**config.mk**
```make
export PLATFORM = sky130hd
export DESIGN_NAME = line_fill_sequencer
export DESIGN_NICKNAME = d
export VERILOG_FILES = /design/src/rtl/lfs_pkg.sv /design/src/rtl/lfs_ctrl.sv /design/src/rtl/lfs_addr_gen.sv /design/src/rtl/line_fill_sequencer.sv
export SDC_FILE = /design/constraint.sdc
export NUM_CORES = 1
export LEC_CHECK = 0
export BUFFER_PORTS_ARGS = -buffer_cell sky130_fd_sc_hd__buf_2
export CAP_MARGIN = 20
export CORE_MARGIN = 2
export CORE_UTILIZATION = 46
export DETAILED_ROUTE_END_ITERATION = 6
export HOLD_SLACK_MARGIN = 0.12
export PLACE_DENSITY = 0.9
export REMOVE_ABC_BUFFERS = 1
export SKIP_CTS_REPAIR_TIMING = 1
export SLEW_MARGIN = 10
export SYNTH_ARGS = -nofsm -noshare
export SYNTH_HDL_FRONTEND = slang
export SYNTH_HIERARCHICAL = 1
export SYNTH_SLANG_ARGS = --single-unit
```
**constraint.sdc**
```tcl
create_clock -name clk -period 2.3 [get_ports clk]
set_input_delay 0.115 -clock clk [delete_from_list [all_inputs] [get_ports clk]]
set_output_delay 0.115 -clock clk [all_outputs]
set_load 0.05 [all_outputs]
```
**src/rtl/lfs_pkg.sv**
```systemverilog
package lfs_pkg;
  typedef enum logic [1:0] {
    ST_IDLE   = 2'd0,
    ST_SINGLE = 2'd1,
    ST_BURST  = 2'd2
  } lfs_state_e;
endpackage

```
**src/rtl/lfs_ctrl.sv**
```systemverilog
module lfs_ctrl
  import lfs_pkg::*;
#(
  parameter int LINE_QWORDS = 4,
  localparam int IDX_W = $clog2(LINE_QWORDS)
) (
  input  logic             clk,
  input  logic             rst_n,
  input  logic             req_valid,
  input  logic [IDX_W-1:0] req_idx,
  input  logic             linear_mode,
  input  logic             cache_en,
  input  logic             bus_rdy,
  output logic             accept,
  output lfs_state_e       state,
  output logic [IDX_W-1:0] beat,
  output logic [IDX_W-1:0] start_idx,
  output logic [IDX_W-1:0] crit_idx,
  output logic             done
);
  localparam logic [IDX_W-1:0] LAST_BEAT = IDX_W'(LINE_QWORDS - 1);

  // odd critical quadword in critical-read mode needs a leading single read
  logic needs_single;
  assign accept       = (state == ST_IDLE) && req_valid;
  assign needs_single = !linear_mode && req_idx[0];

  always_ff @(posedge clk or negedge rst_n) begin
    if (!rst_n) begin
      state     <= ST_IDLE;
      beat      <= '0;
      start_idx <= '0;
      crit_idx  <= '0;
      done      <= 1'b0;
    end else begin
      done <= 1'b0;
      unique case (state)
        ST_IDLE: if (accept) begin
          crit_idx  <= req_idx;
          beat      <= '0;
          start_idx <= linear_mode ? req_idx : {req_idx[IDX_W-1:1], 1'b0};
          state     <= needs_single ? ST_SINGLE : ST_BURST;
        end
        ST_SINGLE: if (bus_rdy) begin
          if (cache_en) begin
            state <= ST_BURST;
            beat  <= '0;
          end else begin
            state <= ST_IDLE;
            done  <= 1'b1;
          end
        end
        ST_BURST: if (bus_rdy) begin
          if (beat == LAST_BEAT) begin
            state <= ST_IDLE;
            done  <= 1'b1;
          end else begin
            beat <= beat + 1'b1;
          end
        end
        default: state <= ST_IDLE;
      endcase
    end
  end

  // granted cache-enable on the single read moves to the first burst beat
  assert_single_to_burst_R4: assert property (@(posedge clk) disable iff (!rst_n)
    (state == ST_SINGLE && bus_rdy && cache_en) |=> (state == ST_BURST && beat == '0));

  // refused cache-enable ends the fill with no burst
  assert_refused_ends_R4: assert property (@(posedge clk) disable iff (!rst_n)
    (state == ST_SINGLE && bus_rdy && !cache_en) |=> (state == ST_IDLE && done));

  // done is a single-cycle pulse
  assert_done_pulse_R9: assert property (@(posedge clk) disable iff (!rst_n)
    done |=> !done);

  // no progress without bus-ready
  assert_beat_hold_R8: assert property (@(posedge clk) disable iff (!rst_n)
    (state != ST_IDLE && !bus_rdy) |=> ($stable(state) && $stable(beat)));
endmodule

```
**src/rtl/lfs_addr_gen.sv**
```systemverilog
module lfs_addr_gen
  import lfs_pkg::*;
#(
  parameter int ADDR_W      = 32,
  parameter int LINE_QWORDS = 4,
  parameter int QW_BYTES    = 8,
  localparam int IDX_W  = $clog2(LINE_QWORDS),
  localparam int OFS_W  = $clog2(QW_BYTES),
  localparam int LINE_W = ADDR_W - IDX_W - OFS_W
) (
  input  logic              clk,
  input  logic              rst_n,
  input  logic              capture,
  input  logic [ADDR_W-1:0] req_addr,
  input  lfs_state_e        state,
  input  logic [IDX_W-1:0]  beat,
  input  logic [IDX_W-1:0]  start_idx,
  input  logic [IDX_W-1:0]  crit_idx,
  output logic [ADDR_W-1:0] cyc_addr
);
  logic [LINE_W-1:0] line_q;
  logic [IDX_W-1:0]  cur_idx;

  always_ff @(posedge clk or negedge rst_n) begin
    if (!rst_n)       line_q <= '0;
    else if (capture) line_q <= req_addr[ADDR_W-1 -: LINE_W];
  end

  // burst index wraps naturally in IDX_W bits
  assign cur_idx  = (state == ST_SINGLE) ? crit_idx : IDX_W'(start_idx + beat);
  assign cyc_addr = {line_q, cur_idx, {OFS_W{1'b0}}};

  // a single read always targets an odd quadword
  assert_single_odd_R3: assert property (@(posedge clk) disable iff (!rst_n)
    (state == ST_SINGLE) |-> cyc_addr[OFS_W]);

  // consecutive burst beats step the index by one modulo the line
  assert_burst_step_R7: assert property (@(posedge clk) disable iff (!rst_n)
    (state == ST_BURST && $past(state) == ST_BURST && beat != $past(beat))
      |-> (cur_idx == IDX_W'($past(cur_idx) + 1'b1)));
endmodule

```
**src/rtl/line_fill_sequencer.sv**
```systemverilog
module line_fill_sequencer
  import lfs_pkg::*;
#(
  parameter int ADDR_W      = 32,
  parameter int LINE_QWORDS = 4,
  parameter int QW_BYTES    = 8
) (
  input  logic              clk,
  input  logic              rst_n,
  input  logic              req_valid,
  output logic              req_ready,
  input  logic [ADDR_W-1:0] req_addr,
  input  logic              linear_mode,
  input  logic              cache_en,
  input  logic              bus_rdy,
  output logic              cyc_active,
  output logic [ADDR_W-1:0] cyc_addr,
  output logic              cyc_burst,
  output logic              cyc_cacheable,
  output logic              done
);
  localparam int IDX_W = $clog2(LINE_QWORDS);
  localparam int OFS_W = $clog2(QW_BYTES);

  lfs_state_e       state;
  logic             accept;
  logic [IDX_W-1:0] beat, start_idx, crit_idx;

  lfs_ctrl #(.LINE_QWORDS(LINE_QWORDS)) u_ctrl (
    .clk        (clk),
    .rst_n      (rst_n),
    .req_valid  (req_valid),
    .req_idx    (req_addr[OFS_W +: IDX_W]),
    .linear_mode(linear_mode),
    .cache_en   (cache_en),
    .bus_rdy    (bus_rdy),
    .accept     (accept),
    .state      (state),
    .beat       (beat),
    .start_idx  (start_idx),
    .crit_idx   (crit_idx),
    .done       (done)
  );

  lfs_addr_gen #(
    .ADDR_W     (ADDR_W),
    .LINE_QWORDS(LINE_QWORDS),
    .QW_BYTES   (QW_BYTES)
  ) u_addr (
    .clk      (clk),
    .rst_n    (rst_n),
    .capture  (accept),
    .req_addr (req_addr),
    .state    (state),
    .beat     (beat),
    .start_idx(start_idx),
    .crit_idx (crit_idx),
    .cyc_addr (cyc_addr)
  );

  assign req_ready     = (state == ST_IDLE);
  assign cyc_active    = (state != ST_IDLE);
  assign cyc_burst     = (state == ST_BURST);
  assign cyc_cacheable = (state == ST_BURST);

  // a stalled transfer holds its address and kind
  assert_hold_R8: assert property (@(posedge clk) disable iff (!rst_n)
    (cyc_active && !bus_rdy) |=> (cyc_active && $stable(cyc_addr) && $stable(cyc_burst)
                                  && $stable(cyc_cacheable)));

  // no transfer is driven while a request can be accepted
  assert_ready_idle_R2: assert property (@(posedge clk) disable iff (!rst_n)
    req_ready |-> !cyc_active);

  // a non-burst transfer is never cacheable
  assert_single_noncache_R3: assert property (@(posedge clk) disable iff (!rst_n)
    (cyc_active && !cyc_burst) |-> !cyc_cacheable);

  // done only follows a completed transfer
  assert_done_after_rdy_R9: assert property (@(posedge clk) disable iff (!rst_n)
    done |-> ($past(bus_rdy) && $past(cyc_active)));
endmodule

```
After elaboration in Yosys (flattened, before gate mapping). Cells that the tools add are included.

Multiplexer cells: 20. Reductions and logical operators: 9. Equal/unequal tests: 9. Add/subtract/negate cells: 2.

Operator list (number): two-way mux 2 bit (12); case mux 2 bit (3 select lines) (2); != test 2 bit, second input constant (4); AND reduction 6 bit (1); two-way mux 1 bit (5); == test 2 bit, second input constant (2); != test 2 x 1 -> 1 bit, second input constant (2); AND reduction 4 bit (1); nonzero test 3 bit (1); adder 2 x 1 -> 2 bit, second input constant (1); adder 2 bit (1); == test 2 x 1 -> 1 bit, second input constant (1); logical AND 1 bit (2); zero test 2 bit (1); case mux 1 bit (2 select lines) (1); AND reduction 2 bit (1); nonzero test 2 bit (1); zero test 1 bit (1).

Output and inout port bits: 37. Input port bits: 38. Register bits: 36. Word-level logic and storage cells: 46.

Longest topological paths before layout.
Depth in word-level cells: 5. Gate-level depth with buffers: 7. Gate-level depth less buffers: 6.

By module. Netlist, hierarchy kept.

Modules (own cells, without submodules): lfs_addr_gen (instances 1, cells an instance 66, area each 1104.8 µm², sequential area each 675.6 µm²); lfs_ctrl (instances 1, cells an instance 44, area each 474.2 µm², sequential area each 200.2 µm²); line_fill_sequencer (instances 1, cells an instance 4, area each 26.3 µm², sequential area each 0.0 µm²).

Least setup slack after synthesis. Ideal clock, no wire load.

Path kind: reg-to-reg. Start point: register u_ctrl.state[0]. End point: register u_addr.line_q[0]. Clock period less this slack: 1620 ps. Setup slack: 680 ps. Buffers on the path: 2. Arrival: 1496 ps. Data required time: 2175 ps. Setup time: 125 ps. Stages on the path, launching flop included: 8. Path through: dfrtp_1 > inv_1 > ha_1 > nand2_1 > inv_1 > buf_6 > buf_6 > mux2_2.

Longest elaborated chain between the ends: 2.

RTL lines: start, declared (RTL line lfs_ctrl.sv:15) `output lfs_state_e state,`; start signal, assigned (RTL line lfs_ctrl.sv:42) `state <= needs_single ? ST_SINGLE : ST_BURST;`; zero test 2 bit (RTL line lfs_ctrl.sv:25) `assign accept = (state == ST_IDLE) && req_valid;`; logical AND 1 bit (RTL line lfs_ctrl.sv:25); via accept (RTL line line_fill_sequencer.sv:26) `logic accept;`; end signal, assigned (RTL line lfs_addr_gen.sv:26) `else if (capture) line_q <= req_addr[ADDR_W-1 -: LINE_W];`; end, declared (RTL line lfs_addr_gen.sv:21) `logic [LINE_W-1:0] line_q;`.

The timed path passes the listed nets, and every way through them passes these cells. A chain may end at the register's enable or synchronous reset.

Worst setup path in the final report.
Start point: register u_ctrl.state[0]. End point: register u_addr.line_q[18].

Same word-level chain as after synthesis.

==> results.cfg <==
[cts]
cts_tree = yes
cts_buffer_depth = 2
numClockSinks = 35
path_clk_slew_ps = 90
cts-buffers-inserted = 5
cts-htree-levels = 2
worstSkewPairLatency_ps = 320
cts_root_buf = clkbuf_4

[sta]
hold_ws_ps = 133
slew_violations = 0
rsz0062_at_grt = no
setup_violations = 0
fin_skew_ps = 5.77
fmax_mhz = 520
hold_viol = 0
setup-tns-final_ps = 0
worstMarginPinSlew_ps = 748
slew_headroom = 0.501
post-route-period-util = 0.837
period_needed_ps = 1920

[logic_synthesis]
syn_inst = 114
synth_flop_cell = dfrtp_1
avgSynthCellArea_um2 = 14.1
yosysMostFrequentCell = dfrtp_1
synth_top_area_share = 0.546
synth.largest_area_cell = dfrtp_1
async_flop_share = 1.00
synth_seq_cells = 35
synthTopCellsByCount = dfrtp_1, mux2_2, ha_1
yosys_warnings = 6
netlist_area_um2 = 1610
synth-edff-count = 0
synth.area.top_cells = dfrtp_1, mux2_2, ha_1
ys_seq_area_frac = 0.546
ys_types = 25

[global_route]
grt_pass1_vias = 1065
grt-ovfl-total = 0
grt_max_degree = 36
antenna_found_initial = 0
grt_pass1_wl_mm = 4.71
grtUsageTotal = 0.153

[final_layout]
postLayoutCoreUtil = 0.696
diodes = 0
area_growth_syn_to_layout_pct = 44.7
finalNetCount = 261
seqCellArea_um2 = 876
drive_above_1_share = 0.519
fin_area_um2 = 2320
nFillCells = 238
multi_input_area_um2 = 643

[critical_path]
crit_top_cell = inv_1
cp.arrival_ps = 2130
path_buf_inv = 3
max_stage_delay_ps = 480
critical_path.top_delay_family = buffers and inverters
crit_chain = inv_1 > ha_1 > nand2_1 > inv_1 > buf_4 > mux2_2
cp-start-kind = register
r2r_cells = 6
end_kind = register
reg2reg_slack_ps = 380
r2r-end = u_addr/line_q[18]$_DFFE_PN0P_
crit_fanout = 27
required_ps = 2510
cp.depth = 6
cp_slowest_cell = dfrtp_1
crit_type = register to register
r2r_start = u_ctrl/state[0]$_DFFE_PN0P_

[detailed_routing]
drt_first_pass_iters = 4
drt-wirelength-per-cell_um = 14.6
avgViaCountPerCell = 4.85
drtAntennaViolNets = 0
drcViolationCount = 0
drt_iter0_markers = 69
vias = 1272
drt-total-wl_mm = 3.82

[placement]
gp_congestion = 0.787
portBuffers = 68
place_area_um2 = 1950
dp_hpwl_mm = 2.19

[floorplanning]
placementRows = 21
io_pins = 75
core_area_um2 = 3340
die_w_um = 63.1
floorplan.initialDensity = 0.481
dieArea_um2 = 3980
die_h_um = 63.1

[job]
max_cap_violations = 0

[min_path]
hp-class = input pin to register
hp-start = cache_en
min_to = u_ctrl/state[1]$_DFFE_PN0P_
holdPathStages = 3

[run_status]
outcome = finished clean
metal layers:
metal	vias up	track usage	share of wire
met2	63	0.258	0.50
met5	-	0	0
li1	590	-	-
met4	0	0.0639	0.0047
met1	615	0.174	0.41
met3	4	0.0554	0.077
stage by stage:
step	std cells	worst slack, ps
2_1_floorplan	108	382
3_3_place_gp	223	431
3_5_place_dp	223	427
4_1_cts	230	404
5_1_grt	262	275
6_report	262	376
tightest hold or removal path, delay by kind of cell:
family / cells / cell delay (ps)
AO/OA/AOI/OAI: 2 / 190
buffers and inverters: 1 / 100
state kept, by name, indices dropped and copies added (netlist names):
| signal | flops |
|---|---|
| u_ctrl/done | 1 |
| u_ctrl/crit_idx | 2 |
| u_ctrl/beat | 2 |
| u_addr/line_q | 27 |
| u_ctrl/start_idx | 1 |
| u_ctrl/state | 2 |
final cells by class:
class / instances / share of cell area
clock inverter: 1 / 0.00215
multi-input combinational: 67 / 0.277
sequential: 35 / 0.377
clock buffer: 6 / 0.0221
tap: 46 / 0.0248
inverter: 6 / 0.00969
timing repair buffer: 101 / 0.288
cell families (layout without fill, tap and decap cells):
family	Yosys count	count (layout)	share of synthesized area
multiplexers	33	33	0.233
AND/OR/NAND/NOR	15	15	0.0475
adder cells (fa/ha/maj)	7	7	0.0546
AO/OA/AOI/OAI	8	8	0.0436
buffers and inverters	14	114	0.0585
other	1	3	0.00234
XOR/XNOR	1	1	0.0148
flip-flops	35	35	0.546
cells in the final DEF, fill, tap and decap left out, types with 2 or more instances in the layout:
master         netlist  layout
nand2_1              6       6
dlygate4sd3_1        0      32
inv_1                5       5
o21ai_0              2       2
mux2_2              31      31
buf_2                0      68
nor2_1               2       2
clkbuf_4             0       5
nand2b_1             2       2
dfrtp_1             35      35
ha_1                 7       7
conb_1               1       3
nor2b_1              2       2
worst max path at each step:
stage / start / to / slack [ps]
after global placement: u_ctrl/state[0]$_DFFE_PN0P_ / u_addr/line_q[8]$_DFFE_PN0P_ / 430
after detailed placement: u_ctrl/state[0]$_DFFE_PN0P_ / u_addr/line_q[15]$_DFFE_PN0P_ / 430
final: u_ctrl/state[0]$_DFFE_PN0P_ / u_addr/line_q[18]$_DFFE_PN0P_ / 380
after CTS: u_ctrl/state[0]$_DFFE_PN0P_ / u_addr/line_q[15]$_DFFE_PN0P_ / 400
after floorplan: u_ctrl/state[0]$_DFFE_PN0P_ / u_addr/line_q[0]$_DFFE_PN0P_ / 380
after global routing: u_ctrl/state[0]$_DFFE_PN0P_ / u_addr/line_q[1]$_DFFE_PN0P_ / 270
Power is left out: the tool's default activity adds up to more than one toggle a clock period on the data nets, which glitch-free logic cannot reach.
